`config.mk`:
```
export PLATFORM = sky130hd
export DESIGN_NAME = dma_trig_arbiter
export DESIGN_NICKNAME = d
export VERILOG_FILES = /design/src/rtl/dta_pkg.sv /design/src/rtl/dta_cfg_regs.sv /design/src/rtl/dta_req_latch.sv /design/src/rtl/dta_cnt_bank.sv /design/src/rtl/dta_sched.sv /design/src/rtl/dma_trig_arbiter.sv
export SDC_FILE = /design/constraint.sdc
export NUM_CORES = 1
export LEC_CHECK = 0
export BUFFER_PORTS_ARGS = -buffer_cell sky130_fd_sc_hd__buf_2
export CAP_MARGIN = 20
export CORE_ASPECT_RATIO = 0.6
export CORE_MARGIN = 3
export CORE_UTILIZATION = 44
export CTS_CLUSTER_SIZE = 8
export DETAILED_ROUTE_END_ITERATION = 10
export SYNTH_ARGS = -nofsm -noshare
export SYNTH_HDL_FRONTEND = slang
export SYNTH_SLANG_ARGS = --single-unit
export TNS_END_PERCENT = 1
```
`constraint.sdc`:
```
create_clock -name clk -period 8 [get_ports clk]
set_input_delay 1.6 -clock clk [delete_from_list [all_inputs] [get_ports clk]]
set_output_delay 1.6 -clock clk [all_outputs]
set_load 0.005 [all_outputs]
```
`src/rtl/dta_pkg.sv`:
```
// Package dta_pkg
// Shared constants for the DMA trigger front end and scheduler.
// Assumes: the source code width is fixed at two bits (code 0 = no line).
package dta_pkg;
    localparam int SRC_CODE_W = 2;
endpackage

```
`src/rtl/dta_cfg_regs.sv`:
```
// Module dta_cfg_regs
// Holds per-channel source code, enable bit and mode bit, written one
// channel at a time. Assumes: writes are single-cycle strobes.
module dta_cfg_regs #(
    parameter int NCH  = 8,
    localparam int CH_W = $clog2(NCH)
) (
    input  logic                                  clk,
    input  logic                                  rst_n,
    input  logic                                  wr,
    input  logic [CH_W-1:0]                       wr_ch,
    input  logic [dta_pkg::SRC_CODE_W-1:0]        wr_src,
    input  logic                                  wr_en,
    input  logic                                  wr_succ,
    output logic [NCH-1:0][dta_pkg::SRC_CODE_W-1:0] src_q,
    output logic [NCH-1:0]                        en_q,
    output logic [NCH-1:0]                        succ_q
);
    // Store configuration; reset puts every channel in the no-line, disabled state.
    always_ff @(posedge clk) begin
        if (!rst_n) begin
            src_q  <= '0;
            en_q   <= '0;
            succ_q <= '0;
        end else if (wr) begin
            src_q[wr_ch]  <= wr_src;
            en_q[wr_ch]   <= wr_en;
            succ_q[wr_ch] <= wr_succ;
        end
    end
endmodule

```
`src/rtl/dta_req_latch.sv`:
```
// Module dta_req_latch
// Detects rising edges on the routed hardware line of each channel, merges
// software triggers and keeps a sticky pending flag per channel.
// Assumes: hw lines are synchronous to clk; clr is one-hot or zero.
module dta_req_latch #(
    parameter int NCH  = 8,
    parameter int NSRC = 3
) (
    input  logic                                    clk,
    input  logic                                    rst_n,
    input  logic [NCH-1:0][NSRC-1:0]                hw,
    input  logic [NCH-1:0][dta_pkg::SRC_CODE_W-1:0] src,
    input  logic [NCH-1:0]                          en,
    input  logic [NCH-1:0]                          sw,
    input  logic [NCH-1:0]                          clr,
    output logic [NCH-1:0]                          pend
);
    logic [NCH-1:0][NSRC-1:0] hw_prev;
    logic [NCH-1:0]           set;

    // Remember last line levels for edge detection.
    always_ff @(posedge clk) begin
        if (!rst_n) hw_prev <= '0;
        else        hw_prev <= hw;
    end

    // Per channel: pick the routed line's edge and combine with software trigger.
    for (genvar c = 0; c < NCH; c++) begin : g_ch
        logic [NSRC-1:0] rise;
        logic            hw_hit;
        assign rise = hw[c] & ~hw_prev[c];
        always_comb begin
            hw_hit = 1'b0;
            for (int k = 1; k <= NSRC; k++)
                if (int'(src[c]) == k) hw_hit = rise[k-1];
        end
        assign set[c] = en[c] & (hw_hit | sw[c]);
    end

    // Sticky pending flags: cleared on grant, a fresh request wins.
    always_ff @(posedge clk) begin
        if (!rst_n) pend <= '0;
        else        pend <= (pend & ~clr) | set;
    end

    // a disabled channel without a request stays without one.
    a_r5_disabled_no_pend: assert property (@(posedge clk) disable iff (!rst_n)
        1'b1 |=> ((pend & $past(~en & ~pend)) == '0));
endmodule

```
`src/rtl/dta_cnt_bank.sv`:
```
// Module dta_cnt_bank
// Per-channel unit counters: loaded through a write port, reduced by one on
// each finished unit of the active channel, saturating at zero.
// Assumes: a write to the channel being reduced in the same cycle wins.
module dta_cnt_bank #(
    parameter int NCH   = 8,
    parameter int CNT_W = 16,
    localparam int CH_W = $clog2(NCH)
) (
    input  logic             clk,
    input  logic             rst_n,
    input  logic             wr,
    input  logic [CH_W-1:0]  wr_ch,
    input  logic [CNT_W-1:0] wr_data,
    input  logic             dec,
    input  logic [CH_W-1:0]  dec_ch,
    input  logic [CH_W-1:0]  rd_ch,
    output logic [CNT_W-1:0] rd_data,
    output logic             last
);
    logic [NCH-1:0][CNT_W-1:0] cnt;

    // Update counters: write has priority over the reduction.
    always_ff @(posedge clk) begin
        if (!rst_n) begin
            cnt <= '0;
        end else begin
            if (dec && cnt[dec_ch] != '0) cnt[dec_ch] <= cnt[dec_ch] - CNT_W'(1);
            if (wr) cnt[wr_ch] <= wr_data;
        end
    end

    // Read back and flag that the active channel finishes with this unit.
    assign rd_data = cnt[rd_ch];
    assign last    = (cnt[dec_ch] <= CNT_W'(1));

    // an unobstructed reduction lowers the count by exactly one.
    a_r11_count_step: assert property (@(posedge clk) disable iff (!rst_n)
        (dec && !(wr && wr_ch == dec_ch) && cnt[dec_ch] != '0)
        |=> (cnt[$past(dec_ch)] == $past(cnt[dec_ch]) - CNT_W'(1)));
endmodule

```
`src/rtl/dta_sched.sv`:
```
// Module dta_sched
// Fixed-priority scheduler (index 0 first). Decides when idle or at a unit
// boundary; parks successive channels that still have units left so a
// lower-priority channel cannot pass them while higher ones can.
// Assumes: unit_done is a single-cycle pulse and arrives only while granted.
module dta_sched #(
    parameter int NCH  = 8,
    localparam int CH_W = $clog2(NCH)
) (
    input  logic            clk,
    input  logic            rst_n,
    input  logic [NCH-1:0]  pend,
    input  logic [NCH-1:0]  succ,
    input  logic            unit_done,
    input  logic            last,
    output logic [NCH-1:0]  clr,
    output logic            busy,
    output logic [CH_W-1:0] act_ch,
    output logic            unit_start
);
    logic [NCH-1:0]  parked, parked_nx, cand, act_oh, win_oh;
    logic [CH_W-1:0] win;
    logic            any, decide, cont;

    // Work out continuation, the eligible set and the winner.
    always_comb begin
        act_oh    = NCH'(1) << act_ch;
        cont      = busy && unit_done && succ[act_ch] && !last;
        parked_nx = parked | (cont ? act_oh : '0);
        cand      = pend | parked_nx;
        decide    = !busy || unit_done;
        win       = '0;
        any       = 1'b0;
        for (int i = NCH - 1; i >= 0; i--)
            if (cand[i]) begin
                win = CH_W'(i);
                any = 1'b1;
            end
        win_oh = NCH'(1) << win;
        clr    = (decide && any && !parked_nx[win]) ? win_oh : '0;
    end

    // Grant state: new channel or resume at a decision point, idle otherwise.
    always_ff @(posedge clk) begin
        if (!rst_n) begin
            busy       <= 1'b0;
            act_ch     <= '0;
            unit_start <= 1'b0;
            parked     <= '0;
        end else if (decide) begin
            busy       <= any;
            unit_start <= any;
            if (any) act_ch <= win;
            parked     <= any ? (parked_nx & ~win_oh) : parked_nx;
        end else begin
            unit_start <= 1'b0;
        end
    end

    // a strobe only comes with a live grant.
    a_r12_start_in_grant: assert property (@(posedge clk) disable iff (!rst_n)
        unit_start |-> busy);
    // grant stays put in the middle of a unit.
    a_r9_hold_until_boundary: assert property (@(posedge clk) disable iff (!rst_n)
        (busy && !unit_done) |=> (busy && act_ch == $past(act_ch) && !unit_start));
    // a continuing burst is never passed by a lower-priority channel.
    a_r8_no_lower_midburst: assert property (@(posedge clk) disable iff (!rst_n)
        cont |=> (busy && act_ch <= $past(act_ch)));
    // at most one pending flag is consumed per decision.
    a_r6_single_grant: assert property (@(posedge clk) disable iff (!rst_n)
        $onehot0(clr));
endmodule

```
`src/rtl/dma_trig_arbiter.sv`:
```
// Module dma_trig_arbiter
// Top: configuration registers, request latching, unit counters and the
// preemptive fixed-priority scheduler.
// Assumes: all inputs are synchronous to clk; the transfer engine answers
// each unit_start with exactly one unit_done.
module dma_trig_arbiter #(
    parameter int NCH   = 8,
    parameter int NSRC  = 3,
    parameter int CNT_W = 16,
    localparam int CH_W = $clog2(NCH)
) (
    input  logic                   clk,
    input  logic                   rst_n,
    input  logic [NCH*NSRC-1:0]    hw_req,
    input  logic [NCH-1:0]         sw_trig,
    input  logic                   cfg_wr,
    input  logic [CH_W-1:0]        cfg_ch,
    input  logic [1:0]             cfg_src,
    input  logic                   cfg_en,
    input  logic                   cfg_succ,
    input  logic                   cnt_wr,
    input  logic [CH_W-1:0]        cnt_ch,
    input  logic [CNT_W-1:0]       cnt_data,
    input  logic [CH_W-1:0]        cnt_rd_ch,
    output logic [CNT_W-1:0]       cnt_rd_data,
    input  logic                   unit_done,
    output logic                   grant_valid,
    output logic [CH_W-1:0]        grant_ch,
    output logic                   unit_start
);
    logic [NCH-1:0][dta_pkg::SRC_CODE_W-1:0] src_q;
    logic [NCH-1:0]           en_q, succ_q, pend, clr;
    logic [NCH-1:0][NSRC-1:0] hw_arr;
    logic                     last, busy;
    logic [CH_W-1:0]          act_ch;

    assign hw_arr = hw_req;

    dta_cfg_regs #(.NCH(NCH)) u_cfg (
        .clk(clk), .rst_n(rst_n), .wr(cfg_wr), .wr_ch(cfg_ch),
        .wr_src(cfg_src), .wr_en(cfg_en), .wr_succ(cfg_succ),
        .src_q(src_q), .en_q(en_q), .succ_q(succ_q));

    dta_req_latch #(.NCH(NCH), .NSRC(NSRC)) u_req (
        .clk(clk), .rst_n(rst_n), .hw(hw_arr), .src(src_q), .en(en_q),
        .sw(sw_trig), .clr(clr), .pend(pend));

    dta_cnt_bank #(.NCH(NCH), .CNT_W(CNT_W)) u_cnt (
        .clk(clk), .rst_n(rst_n), .wr(cnt_wr), .wr_ch(cnt_ch),
        .wr_data(cnt_data), .dec(unit_done && busy), .dec_ch(act_ch),
        .rd_ch(cnt_rd_ch), .rd_data(cnt_rd_data), .last(last));

    dta_sched #(.NCH(NCH)) u_sched (
        .clk(clk), .rst_n(rst_n), .pend(pend), .succ(succ_q),
        .unit_done(unit_done), .last(last), .clr(clr), .busy(busy),
        .act_ch(act_ch), .unit_start(unit_start));

    assign grant_valid = busy;
    assign grant_ch    = act_ch;
endmodule

```
==> results.md <==
* Status: finished, final reports clean
* R2R depth at 12
* FF+latch area at 0.00411 sq mm
* Die area at 0.0286 sq mm
* Pre-CTS setup slack at 2.81 ns
* Root buffer cell: clkbuf_16
* Syn nets at 1395
* Core Area at 0.0257 sq mm
* Most frequent cells in the layout: nor2_1, dfxtp_1, mux2i_1
* ANT cells at 0
* Row cnt at 45
* Layout cells sized above 1 at 19.4%
* CTS tree: built
* Worst-margin pin slew at 0.998 ns
* Clk sinks at 205
* Cell-internal power at 1.87 mW
* Wire length per cell at 22.1 microns
* Multi-input combinational cell area at 0.00700 sq mm
* First-pass GRT wire length at 57200 microns
* Ports at 87
* Min-Delay Path Class: flop to flop
* Register area share after synthesis at 35.1%
* Cells after Synth at 1326
* Hold Crit Depth at 2
* Worst-Skew Late Latency at 0.54 ns
* Post-Route WL at 37600 microns
* # H-tree levels at 1
* Grt total ovfl at 0
* Mapped Area at 0.0117 sq mm
* Pwr per Cell Area at 207 mW/mm^2
* Critical Path AT at 5.75 ns
* Crit share post-route at 67.1%
* Longest Clk Path Bufs at 3
* Post-synthesis register bit count at 205
* Setup_tns at 0 ns
* Primary FF master, synth: dfxtp_1
* Vias per inst at 6.04
* Final Core Density at 50.6%
* Via count at 10300
* Cts bufs inserted at 29
* Register share of total power at 40.2%
* WS Path Type: flop to flop
* Initial Util at 45.5%
* Port bufs at 86
* CP peak stage delay at 0.99 ns
* Slew Limit Fails at 0
* Cts hold-fix bufs at 0
* Largest net degree at the start of global routing at 88
* Chip Width at 216 microns
* Number of global-route vias before repair at 9420
* Ys async rst share at 0%
* Worst-path clk slew at 0.05 ns
* Maximum vdd ir drop at 0.136 mV
* Synth unique cells at 66
* Setup violations, final at 0
* Gpl congestion at 0.917
* CP cell instances: mux4_2, mux2i_1, ha_1, nor2_1, or3_1, nor4_1, o21ai_0, nor3_1, o31ai_1, or2_1, o41ai_1, a21oi_1
* Die height at 132 microns
* DRT antenna net count at 0
* Clock network fraction of total power at 40.1%
* CP Launch Type: flop
* DR pass1 iterations at 7
* Final Hold Viols at 0
* Pleak at 4.93 nW
* Tot Pwr at 2.68 mW
* Combinational Power Share at 19.7%
* Clk_skew at 0.0121 ns
* Initial antenna violation count at 2
* CP endpoint kind: flop
* Setup ws final at 2.63 ns
* Tmin final at 5.37 ns
* Detailed placement HPWL at 25200 microns
* Sw Pwr at 0.817 mW
* Area Overhead vs Synth at 11.2%
* Placed Cells at 1667
* Switching Share at 30.5%
* Mean Syn Cell Area at 8.81 sq um
* DP Area at 0.0122 sq mm
* Syn. warnings at 0
* Post-CTS Resized at 0
* Gr usage total at 25.7%
* Nets at 1415
* RSZ-0062 raised after global routing: false
* Fillers at 2422
* Post-CTS setup buffers at 0
* Final Hold Slack at 0.493 ns
* Most common cell after layout, fill and taps aside: nor2_1
* Final instance area at 0.0130 sq mm
* EDFF count, synth at 0
* Non-Filler Instances at 1700
* Maximum clock rate at 186 MHz
* DR DRC count at 0
* CP Max Fanout at 74
* Max Cap Viol at 0
* Rel. slew slack at 33.5%
* Required @ worst endpoint at 8.39 ns
* DRT iter0 DRCs at 1201
* Slowest CP cell: dfxtp_4
==> worst paths after layout <==
path                     endpoint         startpoint  slack (ns)
hold reg to reg   u_cfg.succ_q[6]    u_cfg.succ_q[6]        0.49
hold / removal    u_cfg.succ_q[6]    u_cfg.succ_q[6]        0.49
setup reg to reg    u_req.pend[5]  u_sched.act_ch[1]        2.63
setup / recovery    u_req.pend[5]  u_sched.act_ch[1]        2.63
==> state kept, by name, summed over array words and instances (netlist names) <==
signal	count
u_cnt.cnt	128
u_sched.busy	1
u_cfg.succ_q	8
u_sched.act_ch	3
u_cfg.en_q	8
u_sched.parked	8
u_req.hw_prev	24
u_cfg.src_q	16
u_req.pend	8
u_sched.unit_start	1
==> power by group through the flow <==
stage	logic, mW	clock network [mW]	registers, mW
5_1_grt	0.573	1.14	1.08
6_report	0.528	1.08	1.08
4_1_cts	0.517	1.09	1.08
3_3_place_gp	0.512	0	1.10
3_5_place_dp	0.514	0	1.10
2_1_floorplan	0.370	0	1.09
==> cell type report <==
| class | count | area share [%] |
|---|---|---|
| flip-flops and latches | 205 | 31.6 |
| repair buffers | 106 | 4.47 |
| clock inverters | 1 | 0.0674 |
| well taps | 352 | 3.39 |
| clock buffers | 32 | 5.75 |
| inverters | 29 | 0.857 |
| multi-input cells | 975 | 53.9 |
==> per-layer routing <==
layer  global-route usage (%)  wire length, microns  vias to the layer above
li1                         -                     -                     4746
met1                     40.0                 18000                     4933
met2                     34.5                 14500                      526
met3                     7.30                  4260                       65
met4                     5.87                   807                        4
met5                        0                    31                        -
==> synth_stat cells, types with 4 or more instances <==
library cell	number	area (sq um)
o22ai_1	12	75.1
xnor2_1	10	87.6
clkbuf_2	10	50.1
buf_2	14	70.1
mux2_1	9	101
nor2_1	293	1100
buf_6	4	45.0
mux2i_1	145	1450
nor3_1	15	75.1
a311oi_1	10	87.6
mux2_2	52	586
nand2b_1	18	113
buf_1	12	45.0
o221ai_2	4	60.1
a31oi_1	13	81.3
a31oi_2	4	50.1
o31ai_1	4	30.0
nand4b_1	4	35.0
a2bb2oi_1	4	35.0
nand2_1	31	116
nand3_1	4	20.0
mux4_2	40	901
inv_2	4	15.0
xor2_1	4	35.0
nor2b_1	10	62.6
and2_1	37	231
and3_1	4	25.0
o2111ai_1	4	35.0
nand4_1	4	25.0
a21oi_1	124	621
o21ai_0	16	80.1
nor4_1	5	31.3
inv_1	25	93.8
dfxtp_1	205	4100
clkbuf_1	76	285
a211oi_1	42	315
==> worst max-delay path: cells and delay by family (launching register included) <==
| family | cells | cell delay (ns) |
|---|---|---|
| DFF | 1 | 0.99 |
| and+or+nand+nor | 5 | 1.82 |
| AOI/OAI and AO/OA | 4 | 0.91 |
| muxes | 2 | 1.13 |
| adders and majority gates | 1 | 0.35 |
==> kinds of logic (layout without fill, tap and decap cells) <==
logic type | Yosys count | count (layout) | share of synthesized area [%]
AOI/OAI and AO/OA | 269 | 269 | 15.2
and+or+nand+nor | 441 | 441 | 16.8
buffers and inverters | 146 | 168 | 5.23
adders and majority gates | 3 | 3 | 0.321
DFF | 205 | 205 | 35.1
xor gates and xnor gates | 14 | 14 | 1.05
muxes | 248 | 248 | 26.3
No activity file was read; power rests on OpenSTA's default activity.
